<file path="src/rtl/win_cmd_pkg.sv">
package win_cmd_pkg;

    localparam int BYTE_W = 8;

    localparam logic [7:0] OP_COL_RANGE  = 8'h21;
    localparam logic [7:0] OP_PAGE_RANGE = 8'h22;
    localparam logic [7:0] OP_PAGE_POS   = 8'hB0;
    localparam logic [7:0] OP_COL_LO     = 8'h00;
    localparam logic [7:0] OP_COL_HI     = 8'h10;

    typedef enum logic [3:0] {
        S_IDLE,
        S_COL_OP,
        S_COL_BEG,
        S_COL_END,
        S_PG_OP,
        S_PG_BEG,
        S_PG_END,
        S_POS_PAGE,
        S_POS_CLO,
        S_POS_CHI,
        S_DATA
    } win_state_e;

endpackage

</file>
<file path="src/rtl/win_range_cache.sv">
module win_range_cache #(
    parameter int W = 8
) (
    input  logic         clk,
    input  logic         rst_n,
    input  logic         wr,
    input  logic [W-1:0] wr_beg,
    input  logic [W-1:0] wr_end,
    input  logic [W-1:0] cmp_beg,
    input  logic [W-1:0] cmp_end,
    output logic         hit
);

    logic         vld_q;
    logic [W-1:0] beg_q;
    logic [W-1:0] end_q;

    always_ff @(posedge clk) begin
        if (!rst_n) begin
            vld_q <= 1'b0;
            beg_q <= '0;
            end_q <= '0;
        end else if (wr) begin
            vld_q <= 1'b1;
            beg_q <= wr_beg;
            end_q <= wr_end;
        end
    end

    assign hit = vld_q && (beg_q == cmp_beg) && (end_q == cmp_end);

endmodule

</file>
<file path="src/rtl/win_beat_cnt.sv">
module win_beat_cnt #(
    parameter int CW = 8,
    parameter int PW = 8
) (
    input  logic          clk,
    input  logic          rst_n,
    input  logic          clr,
    input  logic          step,
    input  logic [CW-1:0] span_m1,
    input  logic [PW-1:0] pages_m1,
    output logic          last_beat,
    output logic          last_page,
    output logic [PW-1:0] page_idx
);

    logic [CW-1:0] col_q;
    logic [PW-1:0] pg_q;

    always_ff @(posedge clk) begin
        if (!rst_n || clr) begin
            col_q <= '0;
            pg_q  <= '0;
        end else if (step) begin
            if (last_beat) begin
                col_q <= '0;
                pg_q  <= pg_q + 1'b1;
            end else begin
                col_q <= col_q + 1'b1;
            end
        end
    end

    assign last_beat = (col_q == span_m1);
    assign last_page = (pg_q == pages_m1);
    assign page_idx  = pg_q;

endmodule

</file>
<file path="src/rtl/win_cmd_gen.sv">
module win_cmd_gen
    import win_cmd_pkg::*;
#(
    parameter int COL_W = 8,
    parameter int PG_W  = 8
) (
    input  logic             clk,
    input  logic             rst_n,
    input  logic             req_valid,
    output logic             req_ready,
    input  logic [COL_W-1:0] req_x,
    input  logic [COL_W-1:0] req_width,
    input  logic [PG_W-1:0]  req_page,
    input  logic [PG_W-1:0]  req_pages,
    input  logic [COL_W-1:0] col_off,
    input  logic [PG_W-1:0]  page_off,
    input  logic             mode_page,
    input  logic             page_only,
    output logic             out_valid,
    input  logic             out_ready,
    output logic [7:0]       out_byte,
    output logic             out_is_cmd,
    input  logic             pix_valid,
    output logic             pix_ready,
    input  logic [7:0]       pix_byte,
    output logic             done
);

    localparam int PN_W = 3;

    win_state_e state_q, state_d;

    logic [COL_W-1:0] cbeg_q, cend_q, span_m1_q;
    logic [PG_W-1:0]  pbeg_q, pend_q, pages_m1_q;
    logic             paged_q, need_pg_q, done_q;

    logic [COL_W-1:0] in_cbeg, in_cend;
    logic [PG_W-1:0]  in_pbeg, in_pend;
    logic             in_paged;
    logic             col_hit, pg_hit;
    logic             accept, fire;
    logic             last_beat, last_page;
    logic [PG_W-1:0]  page_idx, page_num;

    assign in_cbeg  = col_off + req_x;
    assign in_cend  = in_cbeg + req_width - 1'b1;
    assign in_pbeg  = page_off + req_page;
    assign in_pend  = in_pbeg + req_pages - 1'b1;
    assign in_paged = mode_page | page_only;

    assign accept = req_valid && (state_q == S_IDLE);
    assign fire   = out_valid && out_ready;

    win_range_cache #(.W(COL_W)) u_col_cache (
        .clk     (clk),
        .rst_n   (rst_n),
        .wr      ((state_q == S_COL_END) && fire),
        .wr_beg  (cbeg_q),
        .wr_end  (cend_q),
        .cmp_beg (in_cbeg),
        .cmp_end (in_cend),
        .hit     (col_hit)
    );

    win_range_cache #(.W(PG_W)) u_pg_cache (
        .clk     (clk),
        .rst_n   (rst_n),
        .wr      ((state_q == S_PG_END) && fire),
        .wr_beg  (pbeg_q),
        .wr_end  (pend_q),
        .cmp_beg (in_pbeg),
        .cmp_end (in_pend),
        .hit     (pg_hit)
    );

    win_beat_cnt #(.CW(COL_W), .PW(PG_W)) u_beats (
        .clk       (clk),
        .rst_n     (rst_n),
        .clr       (accept),
        .step      ((state_q == S_DATA) && fire),
        .span_m1   (span_m1_q),
        .pages_m1  (pages_m1_q),
        .last_beat (last_beat),
        .last_page (last_page),
        .page_idx  (page_idx)
    );

    assign page_num = pbeg_q + page_idx;

    // next-state logic
    always_comb begin
        state_d = state_q;
        unique case (state_q)
            S_IDLE: begin
                if (accept) begin
                    if (in_paged)      state_d = S_POS_PAGE;
                    else if (!col_hit) state_d = S_COL_OP;
                    else if (!pg_hit)  state_d = S_PG_OP;
                    else               state_d = S_DATA;
                end
            end
            S_COL_OP:   if (fire) state_d = S_COL_BEG;
            S_COL_BEG:  if (fire) state_d = S_COL_END;
            S_COL_END:  if (fire) state_d = need_pg_q ? S_PG_OP : S_DATA;
            S_PG_OP:    if (fire) state_d = S_PG_BEG;
            S_PG_BEG:   if (fire) state_d = S_PG_END;
            S_PG_END:   if (fire) state_d = S_DATA;
            S_POS_PAGE: if (fire) state_d = S_POS_CLO;
            S_POS_CLO:  if (fire) state_d = S_POS_CHI;
            S_POS_CHI:  if (fire) state_d = S_DATA;
            S_DATA: begin
                if (fire && last_beat) begin
                    if (last_page)    state_d = S_IDLE;
                    else if (paged_q) state_d = S_POS_PAGE;
                end
            end
            default: state_d = S_IDLE;
        endcase
    end

    // state register and request latch
    always_ff @(posedge clk) begin
        if (!rst_n) begin
            state_q    <= S_IDLE;
            cbeg_q     <= '0;
            cend_q     <= '0;
            pbeg_q     <= '0;
            pend_q     <= '0;
            span_m1_q  <= '0;
            pages_m1_q <= '0;
            paged_q    <= 1'b0;
            need_pg_q  <= 1'b0;
            done_q     <= 1'b0;
        end else begin
            state_q <= state_d;
            done_q  <= (state_q == S_DATA) && fire && last_beat && last_page;
            if (accept) begin
                cbeg_q     <= in_cbeg;
                cend_q     <= in_cend;
                pbeg_q     <= in_pbeg;
                pend_q     <= in_pend;
                span_m1_q  <= req_width - 1'b1;
                pages_m1_q <= req_pages - 1'b1;
                paged_q    <= in_paged;
                need_pg_q  <= !pg_hit;
            end
        end
    end

    // output logic
    always_comb begin
        out_valid  = 1'b1;
        out_is_cmd = 1'b1;
        out_byte   = 8'h00;
        pix_ready  = 1'b0;
        unique case (state_q)
            S_IDLE: begin
                out_valid  = 1'b0;
                out_is_cmd = 1'b0;
            end
            S_COL_OP:   out_byte = OP_COL_RANGE;
            S_COL_BEG:  out_byte = 8'(cbeg_q);
            S_COL_END:  out_byte = 8'(cend_q);
            S_PG_OP:    out_byte = OP_PAGE_RANGE;
            S_PG_BEG:   out_byte = 8'(pbeg_q);
            S_PG_END:   out_byte = 8'(pend_q);
            S_POS_PAGE: out_byte = OP_PAGE_POS | 8'(page_num[PN_W-1:0]);
            S_POS_CLO:  out_byte = OP_COL_LO | 8'(cbeg_q[3:0]);
            S_POS_CHI:  out_byte = OP_COL_HI | 8'(4'(cbeg_q >> 4));
            S_DATA: begin
                out_valid  = pix_valid;
                out_is_cmd = 1'b0;
                out_byte   = pix_byte;
                pix_ready  = out_ready;
            end
            default: out_valid = 1'b0;
        endcase
    end

    assign req_ready = (state_q == S_IDLE);
    assign done      = done_q;

endmodule

</file>
<file path="config.mk">
export PLATFORM = sky130hd
export DESIGN_NAME = win_cmd_gen
export DESIGN_NICKNAME = d
export VERILOG_FILES = /design/src/rtl/win_cmd_pkg.sv /design/src/rtl/win_range_cache.sv /design/src/rtl/win_beat_cnt.sv /design/src/rtl/win_cmd_gen.sv
export SDC_FILE = /design/constraint.sdc
export NUM_CORES = 1
export LEC_CHECK = 0
export BUFFER_PORTS_ARGS = -buffer_cell sky130_fd_sc_hd__buf_2
export CAP_MARGIN = 10
export CORE_MARGIN = 1.5
export CORE_UTILIZATION = 46
export CTS_BUF_LIST = sky130_fd_sc_hd__clkbuf_2 sky130_fd_sc_hd__clkbuf_4 sky130_fd_sc_hd__clkbuf_8
export CTS_CLUSTER_SIZE = 24
export DETAILED_ROUTE_END_ITERATION = 8
export PLACE_DENSITY = 0.76
export SLEW_MARGIN = 20
export SYNTH_ARGS = -nofsm -noshare
export SYNTH_HDL_FRONTEND = slang
export SYNTH_SLANG_ARGS = --single-unit
</file>
<file path="constraint.sdc">
create_clock -name clk -period 5.3 [get_ports clk]
set_input_delay 0.265 -clock clk [delete_from_list [all_inputs] [get_ports clk]]
set_output_delay 0.265 -clock clk [all_outputs]
set_load 0.005 [all_outputs]
</file>
* Yosys cells after proc, flatten, opt, wreduce, memory -nomap -nowiden
Index checks and enable logic that the tools add are counted.
** Operators by class
- $add $sub $neg :: 11
- Equal/unequal tests :: 27
- Reductions and logical operators :: 21
- Muxes and demuxes :: 22
- Bitwise operators :: 1
** Operator list (number)
- 8-bit one-hot mux with 10 select lines :: 1
- 4-bit 2-to-1 mux :: 16
- 8-bit == test :: 6
- 4-bit one-hot mux with 10 select lines :: 1
- 8-bit adder :: 4
- 8-bit by 1-bit subtractor with 8-bit output (second input constant) :: 4
- 8-bit by 1-bit adder with 8-bit output (second input constant) :: 2
- 4-bit by 3-bit == test with 1-bit output (second input constant) :: 4
- 2-bit inequality test (second input constant) :: 7
- 4-bit == test (second input constant) :: 3
- 1-bit logical AND :: 12
- 11-bit AND reduction :: 1
- 9-bit OR reduction :: 1
- 4-bit by 2-bit == test with 1-bit output (second input constant) :: 2
- 8-bit 2-to-1 mux :: 1
- 2-bit by 1-bit inequality test with 1-bit output (second input constant) :: 3
- 4-bit by 1-bit == test with 1-bit output (second input constant) :: 1
- 4-bit logical NOT :: 1
- 2-bit OR reduction :: 2
- 3-bit adder :: 1
- 3-bit inequality test (second input constant) :: 1
- 1-bit logical NOT :: 2
- 1-bit 2-to-1 mux :: 2
- 1-bit one-hot mux with 2 select lines :: 1
- 3 further kinds :: 3
** Storage, ports and cells
- Register bits after elaboration :: 105
- Word-level logic and storage cells :: 100

* Longest topological paths before layout
Gate-level depths: netlist of the first run.
- Depth after elaboration :: 10
- Gate-level depth with buffers :: 20

* Modules after synthesis
Synthesis of the first run repeated with hierarchy kept, for this count alone.
** Unflattened totals
- Cells, all modules :: 827
- Area, all modules :: 6986.7 um^2
** By module, submodules not included
- win_cmd_gen :: area an instance 4400.5 um^2, cells each 560, instances 1
- win_range_cache :: area an instance 805.8 um^2, cells each 75, instances 2
- win_beat_cnt :: area an instance 974.7 um^2, cells each 117, instances 1

* Worst setup path before layout of the first run
No wires, ideal clock.
- Path type :: input to register
- Start point :: input req_x[0]
- End point :: register state_q[1]
- Data required time :: 5.230 ns
- Setup slack :: 1.025 ns
- Stages on the path :: 20
- Library setup time :: 0.070 ns
- Data arrival time :: 4.206 ns
- Path through :: ha_1 > inv_1 > fa_1 > nand2b_1 > a21oi_1 > a21o_1 > a21oi_1 > xor2_1 > ha_1 > inv_1 > ha_1 > buf_2 > nand3_1 > nand4_4 > a211o_1 > or4_4 > nor4_4 > nand2_1 > or4b_1 > a21oi_1
** Between the ends
- Word-level cells in the longest chain between the ends :: 9
- Elaborated cells on any way between the ends :: 11
** Ends and longest elaborated chain
- start: declaration :: RTL line win_cmd_gen.sv:11 : input logic [COL_W-1:0] req_x,
- 8-bit adder (*) :: RTL line win_cmd_gen.sv:45 : assign in_cbeg = col_off + req_x;
- 8-bit adder :: RTL line win_cmd_gen.sv:46 : assign in_cend = in_cbeg + req_width - 1'b1;
- 8-bit by 1-bit subtractor with 8-bit output :: RTL line win_cmd_gen.sv:46
- 8-bit == test :: RTL line win_range_cache.sv:30 : assign hit = vld_q && (beg_q == cmp_beg) && (end_q == cmp_end);
- 1-bit logical AND (*) :: RTL line win_range_cache.sv:30
- 4-bit 2-to-1 mux (*) :: RTL line win_cmd_gen.sv:97 : else if (!col_hit) state_d = S_COL_OP;
- 4-bit 2-to-1 mux (*) :: RTL line win_cmd_gen.sv:96 : if (in_paged) state_d = S_POS_PAGE;
- 4-bit 2-to-1 mux (*) :: RTL line win_cmd_gen.sv:95 : if (accept) begin
- 4-bit one-hot mux with 10 select lines (*) :: RTL line win_cmd_gen.sv:93 : unique case (state_q)
- end signal: assignment :: RTL line win_cmd_gen.sv:135 : state_q <= state_d;
- end: declaration :: RTL line win_cmd_gen.sv:31 : win_state_e state_q, state_d;
Every way passes the cells marked *; elsewhere a longest branch is shown, timed or not. The select of a mux whose other input is x is not followed.
A chain may end at the register's enable or synchronous reset.

* Worst setup path after layout of the first run
Ends and elaborated chain as after synthesis.

==> flow_metrics.tcl, run 1 <==
set metrics [dict create \
    fmax_ghz 0.224 \
    ff_latch_area_um2 2100 \
    ant_nets 0 \
    num_rows 45 \
    crit_type "in -> reg" \
    synth_top_cells_by_area "dfxtp_1, ha_1, xnor2_1, nor2_1, nand2_1" \
    cts.repair.resized 0 \
    maxCapViolations 0 \
    overflow 0 \
    finalClockSkew_ps 10.6 \
    start_util 0.472 \
    syn2layout_area_growth_pct 8.35 \
    max_slew_margin 0.367 \
    yosysSeqAreaShare 0.293 \
    required_ps 5630 \
    syn_area_per_cell_um2 7.99 \
    core_um2 15200 \
    clkSinkCount 105 \
    hold_viol_final 0 \
    viasPerCell 5.63 \
    tightest_slew_ps 948 \
    synth_flop_cell "dfxtp_1" \
    cts.reportedPaths.clkPinSlew_ps 100 \
    setup_viol 0 \
    ys_types 77 \
    die_h_um 128 \
    outcome "finished, final reports clean" \
    antenna_found_initial 0 \
    fillers 1477 \
    critical_path_arrival_ps 4800 \
    grt_pass1_vias 5819 \
    drc 0 \
    min_path_type "in -> reg" \
    tritoncts "done" \
    synth_top_cell_by_area "dfxtp_1" \
    numCtsBuffers 9 \
    ys_warn_count 0 \
    dieArea_um2 16400 \
    place.gp.congestion 0.961 \
    async_reset_ff_frac 0 \
    finalWorstPathRequiredPeriod_ps 4470 \
    dpl-instance-area_um2 7600 \
    fin_setup_tns_ps 0 \
    clkLatencyLatePin_ps 400 \
    synth_nets 1012 \
    io_buffers 75 \
    utilization 0.512 \
    grt_first_pass_wirelength_mm 28.7 \
    layout-drive-gt1-share 0.125 \
    multi_input_area_um2 4610 \
    synth_top_area_share 0.293 \
    io_pins 76 \
    detail_route.wl_per_cell_um 15.6 \
    hold_ws_ps 78.7 \
    ctsHtreeMaxLevel 3 \
    postLayoutCellArea_um2 7780 \
    peakVddDrop_uv 170 \
    leakage_nw 3.26 \
    min_period_over_period 0.843 \
    grt_max_degree 87 \
    drtIter0Drc 593 \
    die_w_um 128 \
    cp_max_fo 8 \
    r2r_slack_ps 2170 \
    postCtsHoldBufs 0 \
    post-dp-hpwl_mm 13.3 \
    post_cts_buffers 0 \
    cts_buffer_depth 2 \
    n_antenna_cell 0 \
    cts_root_buf "clkbuf_8" \
    synth.ff_latch_count 105 \
    cp-start-kind "primary input" \
    drt_pass1_iterations 6 \
    slew_viol_final 0 \
    synthCells 899 \
    cp-end-kind "flip-flop" \
    num_vias 6381 \
    synth_edf_count 0 \
    wirelength_mm 17.6 \
    power_density_nw_per_um2 400 \
    rsz0062_at_grt "false" \
    nets 1053 \
    netlist_area_um2 7180 \
    track_usage 0.220 \
]
==> sequential cells by signal, summed over array words and instances, names as in the netlist, 4 cells and up <==
name / flops
u_col_cache.beg_q: 8
pend_q: 8
u_pg_cache.end_q: 8
cbeg_q: 8
state_q: 4
u_beats.col_q: 8
pages_m1_q: 8
span_m1_q: 8
u_beats.page_idx: 8
cend_q: 8
u_col_cache.end_q: 8
u_pg_cache.beg_q: 8
pbeg_q: 8
==> per-layer routing <==
layer	vias to the layer above	global-route usage	part of all wire
met4	0	0.0872	0.027
met1	2977	0.299	0.46
met2	199	0.355	0.45
li1	3178	-	-
met3	27	0.0288	0.055
met5	-	0	0
==> logic make-up after synthesis <==
family / synth area share
AND/OR/NAND/NOR: 0.203
AO/OA/AOI/OAI: 0.182
buffers and inverters: 0.0652
flip-flops: 0.293
XOR/XNOR: 0.129
adder cells (fa/ha/maj): 0.0924
multiplexers: 0.0357
==> cell usage after synthesis, types with 11 or more instances <==
library cell / n
inv_1: 62
a211oi_1: 28
o21ai_0: 20
dfxtp_1: 105
nor2_1: 117
nand3_1: 17
clkbuf_1: 39
xnor2_1: 60
nand2_1: 90
ha_1: 45
nand4_1: 13
a21o_1: 11
mux2i_1: 20
nor3_1: 13
xor2_1: 34
a21oi_1: 67
==> worst max-delay path, stage by stage <==
cell and delay [ps]:
buf_2 80, ha_1 190, inv_1 70, fa_1 400, nand2b_1 160, a21oi_1 350, a21o_1 180, a21oi_1 70
xor2_1 180, ha_1 290, inv_1 40, ha_1 440, mux2_2 370, o21ai_1 100, o21ai_0 90, a2111oi_0 580
nand4_1 250, or4b_1 540, a21oi_1 160
==> cell type report <==
type | instances | area share
multi-input combinational | 681 | 0.593
sequential | 105 | 0.270
clock buffer | 11 | 0.0195
timing repair buffer | 80 | 0.0531
tap | 188 | 0.0302
inverter | 63 | 0.0304
clock inverter | 5 | 0.00386
==> metrics by stage <==
step                instances  power, mW  setup slack (ps)
finish                   1133       3.11               831
global route             1133       3.34               653
CTS                      1133       3.11               931
detailed placement       1117       2.63               528
global placement         1117       2.61               651
floorplan                 899       2.25              1020
==> report_power, final <==
| group | switching [mW] | total (mW) | internal [mW] | leakage (nW) |
|---|---|---|---|---|
| Sequential | 0.172 | 1.10 | 0.932 | 0.854 |
| Clock | 0.282 | 0.477 | 0.194 | 0.0911 |
| Combinational | 0.892 | 1.53 | 0.641 | 2.32 |
==> final timing paths <==
check / to / start / depth (start not counted)
worst max-delay path: state_q[1]$_SDFFE_PN0P_ / req_x[0] / 19
worst max register to register: u_beats.col_q[7]$_SDFFE_PP0P_ / state_q[3]$_SDFFE_PN0P_ / 8
worst min register to register: u_col_cache.vld_q$_SDFFE_PN0P_ / u_col_cache.vld_q$_SDFFE_PN0P_ / 2
worst min-delay path: span_m1_q[0]$_SDFFE_PN0P_ / req_width[0] / 2
==> placed cells by master, fill, tap and decap left out, types with 8 or more instances in the layout <==
cell	n
mux2i_1	20
a21o_1	11
o22ai_1	10
a21oi_1	67
dfxtp_1	105
nand2b_1	10
nand2_1	90
xnor2_1	60
inv_1	61
a22oi_1	9
xor2_1	34
buf_2	75
clkbuf_8	11
a211oi_1	28
nor2_1	117
ha_1	45
nor3_1	13
nand3_1	17
and3_1	8
o21ai_0	20
nand4_1	13
No activity file was read; power rests on OpenSTA's default activity.
==> inputs of run 2 (changes only) <==
Clock period 5.3 ns to 4.6 ns, I/O delays scaled along.
==> flow_metrics.tcl, run 2 (synthesis gave the netlist of run 1 again) <==
set metrics [dict create \
    outcome "finished, final reports clean" \
    clkSinkCount 105 \
    wl_met3_um 859 \
    fin_cells 1139 \
    slew_viol_final 0 \
    required_ps 4920 \
    slowest_delay_ps 550 \
    leakage_nw 3.30 \
    placed_cells 1124 \
    critPathTopFamily "compound AO/OA/AOI/OAI gates" \
    tritoncts "done" \
    drt_pass1_iterations 7 \
    crit_slowest_cell "or4b_1" \
    wl_met1_mm 8.55 \
    detail_route.wl_per_cell_um 15.7 \
    core_um2 15200 \
    fin_setup_tns_ps 0 \
    holdCritStartpoint "req_width[0]" \
    peakVddDrop_uv 177 \
    layout_commonest_cell "nor2_1" \
    wl_met2_mm 8.18 \
    post_cts_buffers 0 \
    mostFrequentLayoutCells "nor2_1, dfxtp_1, nand2_1" \
    hold_ws_ps 60.8 \
    utilization 0.514 \
    grt_first_pass_wirelength_mm 29.3 \
    n_antenna_cell 0 \
    path_buf_inv 3 \
    drc 0 \
    numCtsBuffers 9 \
    fmax_ghz 0.247 \
    timing.rr.start "state_q[1]$_SDFFE_PN0P_" \
    crit_path_start "req_x[0]" \
    wirelength_mm 17.9 \
    post-dp-hpwl_mm 13.5 \
    min_period_over_period 0.879 \
    power.total_mw 3.60 \
    die_h_um 128 \
    ant_nets 0 \
    top_layer "met4" \
    dieArea_um2 16400 \
    rsz0062_at_grt "false" \
    cts_buffer_depth 2 \
    layout-drive-gt1-share 0.130 \
    crit_type "in -> reg" \
    critical_path_arrival_ps 4370 \
    cp_max_fo 4 \
    setup_viol 0 \
    die_w_um 128 \
    cp-end-kind "flip-flop" \
    num_rows 45 \
    viasPerCell 5.55 \
    finalWorstPathRequiredPeriod_ps 4040 \
    tightest_slew_ps 780 \
    antenna_found_initial 0 \
    place.gp.congestion 0.923 \
    max_slew_margin 0.479 \
    hold_viol_final 0 \
    grt_max_degree 45 \
    finalClockSkew_ps 13.0 \
    postCtsHoldBufs 0 \
    maxCapViolations 0 \
    clkLatencyLatePin_ps 380 \
    cts.repair.resized 0 \
    syn2layout_area_growth_pct 8.92 \
    track_usage 0.222 \
    min_path_type "in -> reg" \
    crit_chain "buf_2 > ha_1 > inv_1 > fa_1 > nand2b_1 > a21oi_1 > a21o_1 > a21oi_1 > xor2_1 > ha_1 > inv_1 > ha_1 > mux2_2 > o21ai_1 > o21ai_0 > a2111oi_0 > nand4_1 > or4b_1 > a21oi_1" \
    io_buffers 75 \
    grt_pass1_vias 5892 \
    cts_root_buf "clkbuf_8" \
    power_density_nw_per_um2 460 \
    drtIter0Drc 548 \
    nets 1060 \
    io_pins 76 \
    ctsHtreeMaxLevel 3 \
    num_vias 6317 \
    start_util 0.472 \
    cts.reportedPaths.clkPinSlew_ps 100 \
    cp-start-kind "primary input" \
    overflow 0 \
]
[run 2: cell count changes in the layout (fill, tap and decap cells not counted), sizes merged]
cell      before  now
clkinv         3    2
buf           80   87
clkbuf        11   12
clkinvlp       2    1
[run 2: routing by layer]
layer	vias up	GRT usage
li1	3197	-
met1	2953	0.309
met2	144	0.361
met3	23	0.0305
met4	0	0.0615
met5	-	0
[run 2: power breakdown]
part / switching, mW / total (mW) / leakage (nW) / internal [mW]
Sequential: 0.149 / 1.22 / 0.854 / 1.07
Combinational: 1.09 / 1.85 / 2.35 / 0.758
Clock: 0.312 / 0.532 / 0.0891 / 0.220
[run 2: worst paths after layout]
kind | to | slack [ps] | cells after the start
hold / removal | span_m1_q[0]$_SDFFE_PN0P_ | 60 | 2
setup reg to reg | u_beats.col_q[7]$_SDFFE_PP0P_ | 1710 | 8
setup / recovery | state_q[1]$_SDFFE_PN0P_ | 560 | 19
hold reg to reg | cend_q[6]$_SDFFE_PN0P_ | 470 | 2
[run 2: cell type report]
type | instances | area (µm²)
flip-flops and latches | 105 | 2100
well taps | 188 | 235
fillers | 1479 | 7380
inverters | 63 | 236
clock inverters | 3 | 17.5
clock buffers | 12 | 153
multi-input cells | 681 | 4610
repair buffers | 87 | 465
[run 2: stage by stage]
stage                     instance area [µm²]  setup slack [ps]
after global placement                   7650               365
after detailed placement                 7650               210
after global routing                     7820               330
final                                    7820               556
after floorplan                          7180               360
after CTS                                7820               578
